==> src/rtl/i2cmem_pkg.sv <==
package i2cmem_pkg;

  typedef enum logic [3:0] {
    ST_IDLE,
    ST_ADDR,
    ST_ADDR_CHK,
    ST_ADDR_ACK,
    ST_WADDR,
    ST_WADDR_CHK,
    ST_WADDR_ACK,
    ST_TX,
    ST_TX_END,
    ST_TX_ACK,
    ST_TX_NEXT,
    ST_IGNORE
  } link_state_e;

  // Fixed array content: a scrambled function of the address.
  function automatic logic [7:0] fill_byte(input int unsigned a, input logic [7:0] seed);
    logic [31:0] p;
    p = a * 32'd29;
    return p[7:0] ^ seed;
  endfunction

endpackage

==> src/rtl/i2cmem_sync.sv <==
module i2cmem_sync #(
  parameter int STAGES = 2
) (
  input  logic clk,
  input  logic rst,
  input  logic din,
  output logic level,
  output logic rise,
  output logic fall
);
  logic [STAGES-1:0] chain;
  logic              prev;

  generate
    if (STAGES == 1) begin : g_one
      always_ff @(posedge clk) begin
        if (rst) chain <= '1;
        else     chain <= din;
      end
    end else begin : g_many
      always_ff @(posedge clk) begin
        if (rst) chain <= '1;
        else     chain <= {chain[STAGES-2:0], din};
      end
    end
  endgenerate

  always_ff @(posedge clk) begin
    if (rst) prev <= 1'b1;
    else     prev <= chain[STAGES-1];
  end

  assign level = chain[STAGES-1];
  assign rise  = chain[STAGES-1] & ~prev;
  assign fall  = ~chain[STAGES-1] & prev;
endmodule

==> src/rtl/i2cmem_rom.sv <==
module i2cmem_rom #(
  parameter int          AW   = 4,
  parameter logic [7:0]  SEED = 8'h5A
) (
  input  logic          clk,
  input  logic [AW-1:0] raddr,
  output logic [7:0]    rdata
);
  import i2cmem_pkg::*;
  localparam int DEPTH = 1 << AW;

  logic [7:0] mem [DEPTH];

  initial begin
    for (int i = 0; i < DEPTH; i++) mem[i] = fill_byte(i, SEED);
  end

  always_ff @(posedge clk) rdata <= mem[raddr];
endmodule

==> src/rtl/i2cmem_fsm.sv <==
module i2cmem_fsm #(
  parameter int         AW       = 4,
  parameter logic [6:0] DEV_ADDR = 7'h2C
) (
  input  logic                     clk,
  input  logic                     rst,
  input  logic                     scl_rise,
  input  logic                     scl_fall,
  input  logic                     sda_lvl,
  input  logic                     start_det,
  input  logic                     stop_det,
  input  logic [7:0]               mem_rdata,
  output logic                     sda_oe,
  output logic [AW-1:0]            ptr,
  output i2cmem_pkg::link_state_e  state,
  output logic                     rd_fire,
  output logic [AW-1:0]            rd_addr,
  output logic [7:0]               rd_data
);
  import i2cmem_pkg::*;

  logic [2:0] cnt;
  logic [7:0] rx_sh;
  logic [7:0] tx_sh;
  logic       dir_rd;

  always_ff @(posedge clk) begin
    if (rst) begin
      state   <= ST_IDLE;
      cnt     <= '0;
      rx_sh   <= '0;
      tx_sh   <= '0;
      dir_rd  <= 1'b0;
      sda_oe  <= 1'b0;
      ptr     <= '0;
      rd_fire <= 1'b0;
      rd_addr <= '0;
      rd_data <= '0;
    end else begin
      rd_fire <= 1'b0;
      if (start_det) begin
        state  <= ST_ADDR;
        cnt    <= '0;
        sda_oe <= 1'b0;
      end else if (stop_det) begin
        state  <= ST_IDLE;
        sda_oe <= 1'b0;
      end else begin
        unique case (state)
          ST_ADDR: if (scl_rise) begin
            rx_sh <= {rx_sh[6:0], sda_lvl};
            cnt   <= cnt + 3'd1;
            if (cnt == 3'd7) state <= ST_ADDR_CHK;
          end
          ST_ADDR_CHK: if (scl_fall) begin
            if (rx_sh[7:1] == DEV_ADDR) begin
              sda_oe <= 1'b1;
              dir_rd <= rx_sh[0];
              state  <= ST_ADDR_ACK;
            end else begin
              state <= ST_IGNORE;
            end
          end
          ST_ADDR_ACK: if (scl_fall) begin
            if (dir_rd) begin
              tx_sh   <= mem_rdata;
              sda_oe  <= ~mem_rdata[7];
              cnt     <= '0;
              rd_fire <= 1'b1;
              rd_addr <= ptr;
              rd_data <= mem_rdata;
              state   <= ST_TX;
            end else begin
              sda_oe <= 1'b0;
              cnt    <= '0;
              state  <= ST_WADDR;
            end
          end
          ST_WADDR: if (scl_rise) begin
            rx_sh <= {rx_sh[6:0], sda_lvl};
            cnt   <= cnt + 3'd1;
            if (cnt == 3'd7) state <= ST_WADDR_CHK;
          end
          ST_WADDR_CHK: if (scl_fall) begin
            sda_oe <= 1'b1;
            ptr    <= rx_sh[AW-1:0];
            state  <= ST_WADDR_ACK;
          end
          ST_WADDR_ACK: if (scl_fall) begin
            sda_oe <= 1'b0;
            state  <= ST_IGNORE;
          end
          ST_TX: begin
            if (scl_rise) begin
              cnt <= cnt + 3'd1;
              if (cnt == 3'd7) state <= ST_TX_END;
            end else if (scl_fall) begin
              sda_oe <= ~tx_sh[~cnt];
            end
          end
          ST_TX_END: if (scl_fall) begin
            sda_oe <= 1'b0;
            ptr    <= ptr + AW'(1);
            state  <= ST_TX_ACK;
          end
          ST_TX_ACK: if (scl_rise) begin
            state <= sda_lvl ? ST_IGNORE : ST_TX_NEXT;
          end
          ST_TX_NEXT: if (scl_fall) begin
            tx_sh   <= mem_rdata;
            sda_oe  <= ~mem_rdata[7];
            cnt     <= '0;
            rd_fire <= 1'b1;
            rd_addr <= ptr;
            rd_data <= mem_rdata;
            state   <= ST_TX;
          end
          default: sda_oe <= 1'b0;
        endcase
      end
    end
  end
endmodule

==> src/rtl/i2cmem_rd_port.sv <==
module i2cmem_rd_port #(
  parameter int         AW          = 4,
  parameter logic [6:0] DEV_ADDR    = 7'h2C,
  parameter logic [7:0] SEED        = 8'h5A,
  parameter int         SYNC_STAGES = 2
) (
  input  logic          clk,
  input  logic          rst,
  input  logic          scl_i,
  input  logic          sda_i,
  output logic          sda_oe,
  output logic          rd_fire,
  output logic [AW-1:0] rd_addr,
  output logic [7:0]    rd_data
);
  import i2cmem_pkg::*;

  logic scl_s, scl_rise, scl_fall;
  logic sda_s, sda_rise, sda_fall;
  logic start_det, stop_det;
  logic [7:0]    mem_rdata;
  logic [AW-1:0] ptr;
  link_state_e   state;

  i2cmem_sync #(.STAGES(SYNC_STAGES)) u_scl (
    .clk(clk), .rst(rst), .din(scl_i),
    .level(scl_s), .rise(scl_rise), .fall(scl_fall)
  );

  i2cmem_sync #(.STAGES(SYNC_STAGES)) u_sda (
    .clk(clk), .rst(rst), .din(sda_i),
    .level(sda_s), .rise(sda_rise), .fall(sda_fall)
  );

  assign start_det = sda_fall & scl_s;
  assign stop_det  = sda_rise & scl_s;

  i2cmem_rom #(.AW(AW), .SEED(SEED)) u_rom (
    .clk(clk), .raddr(ptr), .rdata(mem_rdata)
  );

  i2cmem_fsm #(.AW(AW), .DEV_ADDR(DEV_ADDR)) u_fsm (
    .clk(clk), .rst(rst),
    .scl_rise(scl_rise), .scl_fall(scl_fall), .sda_lvl(sda_s),
    .start_det(start_det), .stop_det(stop_det),
    .mem_rdata(mem_rdata),
    .sda_oe(sda_oe), .ptr(ptr), .state(state),
    .rd_fire(rd_fire), .rd_addr(rd_addr), .rd_data(rd_data)
  );
endmodule

==> config.mk <==
export PLATFORM = sky130hd
export DESIGN_NAME = i2cmem_rd_port
export DESIGN_NICKNAME = d
export VERILOG_FILES = /design/src/rtl/i2cmem_pkg.sv /design/src/rtl/i2cmem_sync.sv /design/src/rtl/i2cmem_rom.sv /design/src/rtl/i2cmem_fsm.sv /design/src/rtl/i2cmem_rd_port.sv
export SDC_FILE = /design/constraint.sdc
export NUM_CORES = 1
export LEC_CHECK = 0
export ABC_AREA = 1
export BUFFER_PORTS_ARGS = -buffer_cell sky130_fd_sc_hd__buf_2
export CORE_UTILIZATION = 38
export DETAILED_ROUTE_END_ITERATION = 8
export PLACE_DENSITY_LB_ADDON = 0.08
export SYNTH_ARGS = -nofsm -noshare
export SYNTH_HDL_FRONTEND = slang
export SYNTH_SLANG_ARGS = --single-unit
==> constraint.sdc <==
create_clock -name clk -period 1.5 [get_ports clk]
set_input_delay 0.075 -clock clk [delete_from_list [all_inputs] [get_ports clk]]
set_output_delay 0.075 -clock clk [all_outputs]
set_load 0.01 [all_outputs]
==> results.md <==
* Status: finished with violations
* Failing checks: negative setup slack
* Fin Setup TNS at -159 ps
* Period utilization at 103%
* Finish-stage setup viols at 8
* Final nets at 417
* DRC viols at 0
* Largest net degree at the start of global routing at 20
* Post-Syn Area at 2310 µm²
* Worst Hold End: u_fsm.ptr[3]
* Synth Register Bits at 48
* R2R Path Start: u_fsm.state[3]
* Layout Area Growth over Synthesis at 42.7%
* Syn Nets at 349
* Initial core utilization at 39.3%
* Final GP Congestion at 0.874
* Hold path start: rst
* DP HPWL at 4.19 mm
* Clock Tree Buf Depth at 2
* Clk Tree Root Cell: clkbuf_8
* Number of max-cap violations at 0
* Cell Pwr Density at 1090 nW/µm²
* CTS buffer count at 5
* Row cnt at 28
* FF-to-FF End: u_fsm.tx_sh[3]
* # IOs at 18
* Core ar. at 5890 µm²
* Drt wl/cell at 12.8 µm
* Grt total ovfl at 0
* Final worst setup slack at -43.8 ps
* Hold Slack at 76.7 ps
* 1st-iter DRT viols at 104
* Reg clk slew, reported paths at 90 ps
* Final ANT Viol Nets at 0
* Total placed cells including tap cells at 462
* Post-synth cell types at 26
* Die height at 80.0 µm
* Worst-Skew Late Latency at 300 ps
* IO buf count at 17
* Share of cells above drive strength 1 at 40.0%
* Mean Syn Cell Area at 6.84 µm²
* Max transition margin at 67.5%
* Fin cells at 482
* Yosys top cell area share at 41.6%
* Worst-margin pin slew at 485 ps
* DR pass1 iterations at 4
* Die Area at 6400 µm²
* Post-route minimum period at 1540 ps
* Vias in the first global route at 2117
* Die X at 80.0 µm
* Clk sinks at 48
* Critical Path Start: u_fsm.state[3]
* Worst R2R Setup Slack at -40 ps
* YS warnings at 0
* Worst Setup Start Kind: flip-flop
* Worst Setup End Kind: flip-flop
* R2R cell count at 10
* Largest area contributor in the netlist: dfxtp_1
* Max-slew violation count at 0
* Global-route wire length before repair at 9.79 mm
* Crit Path Class: reg2reg
* Hold path cells at 2
* Fraction of the yosys area taken by sequential cells at 41.6%
* Vias at 2298
* Initial antenna violation count at 0
* Mapped Cells at 338
* Synth top area cells: dfxtp_1 (42%), nand2_1 (12%), nor2_1 (9.1%), o21ai_0 (6.7%), inv_1 (6.7%)
* Inserted Diodes at 0
* Min-delay worst type: in2reg
* Dpl ws at -158 ps
* CTS H-tree lvls at 2
* DRT Wirelength at 6.15 mm
* Leakage at 1.57 nW
* TritonCTS clock tree: yes
* Clk_skew at 5.63 ps
* RSZ-0062 raised after global routing: yes
* WP data required at 1690 ps
* CP Max Fanout at 8
* Arr. time, crit path at 1730 ps
* Peak VDD IR at 629 µV
* Total track usage at 19.8%
* Final Hold Viols at 0
* Max Clk Rate at 648 MHz
* Via/cell ratio at 4.77
## state kept, by name (all words and copies together) (netlist names)
name,count
u_fsm.rx_sh,8
u_fsm.tx_sh,8
u_rom.rdata,8
u_fsm.ptr,4
u_fsm.rd_addr,4
u_fsm.state,4
u_fsm.cnt,3
u_scl.chain,2
u_sda.chain,2
u_fsm.dir_rd,1
u_fsm.rd_fire,1
u_fsm.sda_oe,1
u_scl.prev,1
u_sda.prev,1
## metrics by stage
step	power (mW)	utilization [%]	cell area [µm²]
after floorplan	2.05	-	2310
after global placement	2.42	47.0	2770
after detailed placement	2.42	47.0	2770
after CTS	3.29	49.6	2920
after global routing	3.83	56.0	3300
final	3.59	56.0	3300
## cell families after synthesis
logic type	synth area share [%]
and+or+nand+nor	30.4
AOI/OAI and AO/OA	14.5
buffers and inverters	8.93
DFF	41.6
adders and majority gates	3.79
xor gates and xnor gates	0.758
## critical path, cell delays in order, from the launching register on
cell,delay [ps]
dfxtp_4,390
inv_4,70
nand2_4,60
nor2_4,150
nand2_1,80
nand2_2,70
nand2_2,60
nor2_4,230
inv_4,90
nor2_1,160
nor2_1,60
## routing by layer
metal / share of wire, % / track usage [%] / routed length [µm] / vias to the layer above
met5: 0 / 0 / 0 / -
met3: 2.3 / 3.43 / 140 / 8
met1: 49 / 26.7 / 3000 / 1047
li1: - / - / - / 1214
met4: 1.3 / 4.29 / 81 / 0
met2: 48 / 32.7 / 2930 / 29
## timing repair
action,4_1_cts,5_1_grt
pin swaps,0,36
endpoints found under the hold margin,2,0
endpoints found under the setup margin,23,29
buffers inserted,0,9
hold buffers,2,0
gates resized for setup,15,108
gates cloned,0,2
## Yosys cell counts
cell type,number
a211oi_1,2
a21boi_1,1
a21oi_1,26
a31oi_1,3
a32oi_1,1
buf_4,2
buf_6,1
clkbuf_1,4
clkinv_1,1
dfxtp_1,48
ha_1,7
inv_1,41
inv_2,2
nand2_1,75
nand2_2,1
nand3_1,16
nand3_2,2
nand4_1,2
nor2_1,56
nor2_2,5
nor2_4,1
nor3_1,3
nor3_2,1
o21ai_0,31
or2_2,4
xor2_1,2
## where the power goes
part | switching [mW] | internal (mW)
sequential | 0.0936 | 1.36
combinational | 0.754 | 0.556
clock | 0.450 | 0.378
## final cells by class
type | instances | area (µm²)
tap | 75 | 93.8
sequential | 48 | 976
timing repair buffer | 68 | 534
inverter | 44 | 180
multi-input combinational | 239 | 1420
fill | 566 | 2590
clock buffer | 6 | 82.6
clock inverter | 2 | 13.8
## cells in the final DEF, fill, tap and decap left out, types with 2 or more instances in the layout
| cell type | synthesis | layout |
|---|---|---|
| a211oi_1 | 2 | 2 |
| a31oi_1 | 3 | 3 |
| nand2_4 | 0 | 4 |
| nand4_1 | 2 | 2 |
| buf_4 | 2 | 41 |
| a21oi_1 | 26 | 22 |
| nand3_4 | 0 | 2 |
| buf_12 | 0 | 2 |
| nand3_2 | 2 | 6 |
| inv_4 | 0 | 2 |
| dfxtp_1 | 48 | 44 |
| nor2_1 | 56 | 40 |
| inv_1 | 41 | 33 |
| ha_1 | 7 | 7 |
| nor2_2 | 5 | 12 |
| nand2_2 | 1 | 20 |
| nand2_1 | 75 | 52 |
| nand3_1 | 16 | 10 |
| clkbuf_8 | 0 | 6 |
| inv_2 | 2 | 6 |
| o21ai_1 | 0 | 6 |
| dfxtp_4 | 0 | 4 |
| a21oi_2 | 0 | 4 |
| buf_6 | 1 | 5 |
| inv_6 | 0 | 3 |
| o21ai_0 | 31 | 13 |
| xor2_1 | 2 | 2 |
| buf_2 | 0 | 17 |
| nor2_4 | 1 | 10 |
| or2_2 | 4 | 4 |
| dlygate4sd3_1 | 0 | 2 |
| nor3_1 | 3 | 3 |
| o21ai_2 | 0 | 12 |
## worst max path at each step
stage                          end  cells after the start
global placement    u_fsm.tx_sh[2]                      9
finish              u_fsm.tx_sh[3]                     10
detailed placement  u_fsm.tx_sh[2]                      9
CTS                 u_fsm.state[1]                     11
floorplan           u_fsm.tx_sh[0]                     10
global route        u_fsm.tx_sh[3]                     10
No activity file was read; power rests on OpenSTA's default activity.
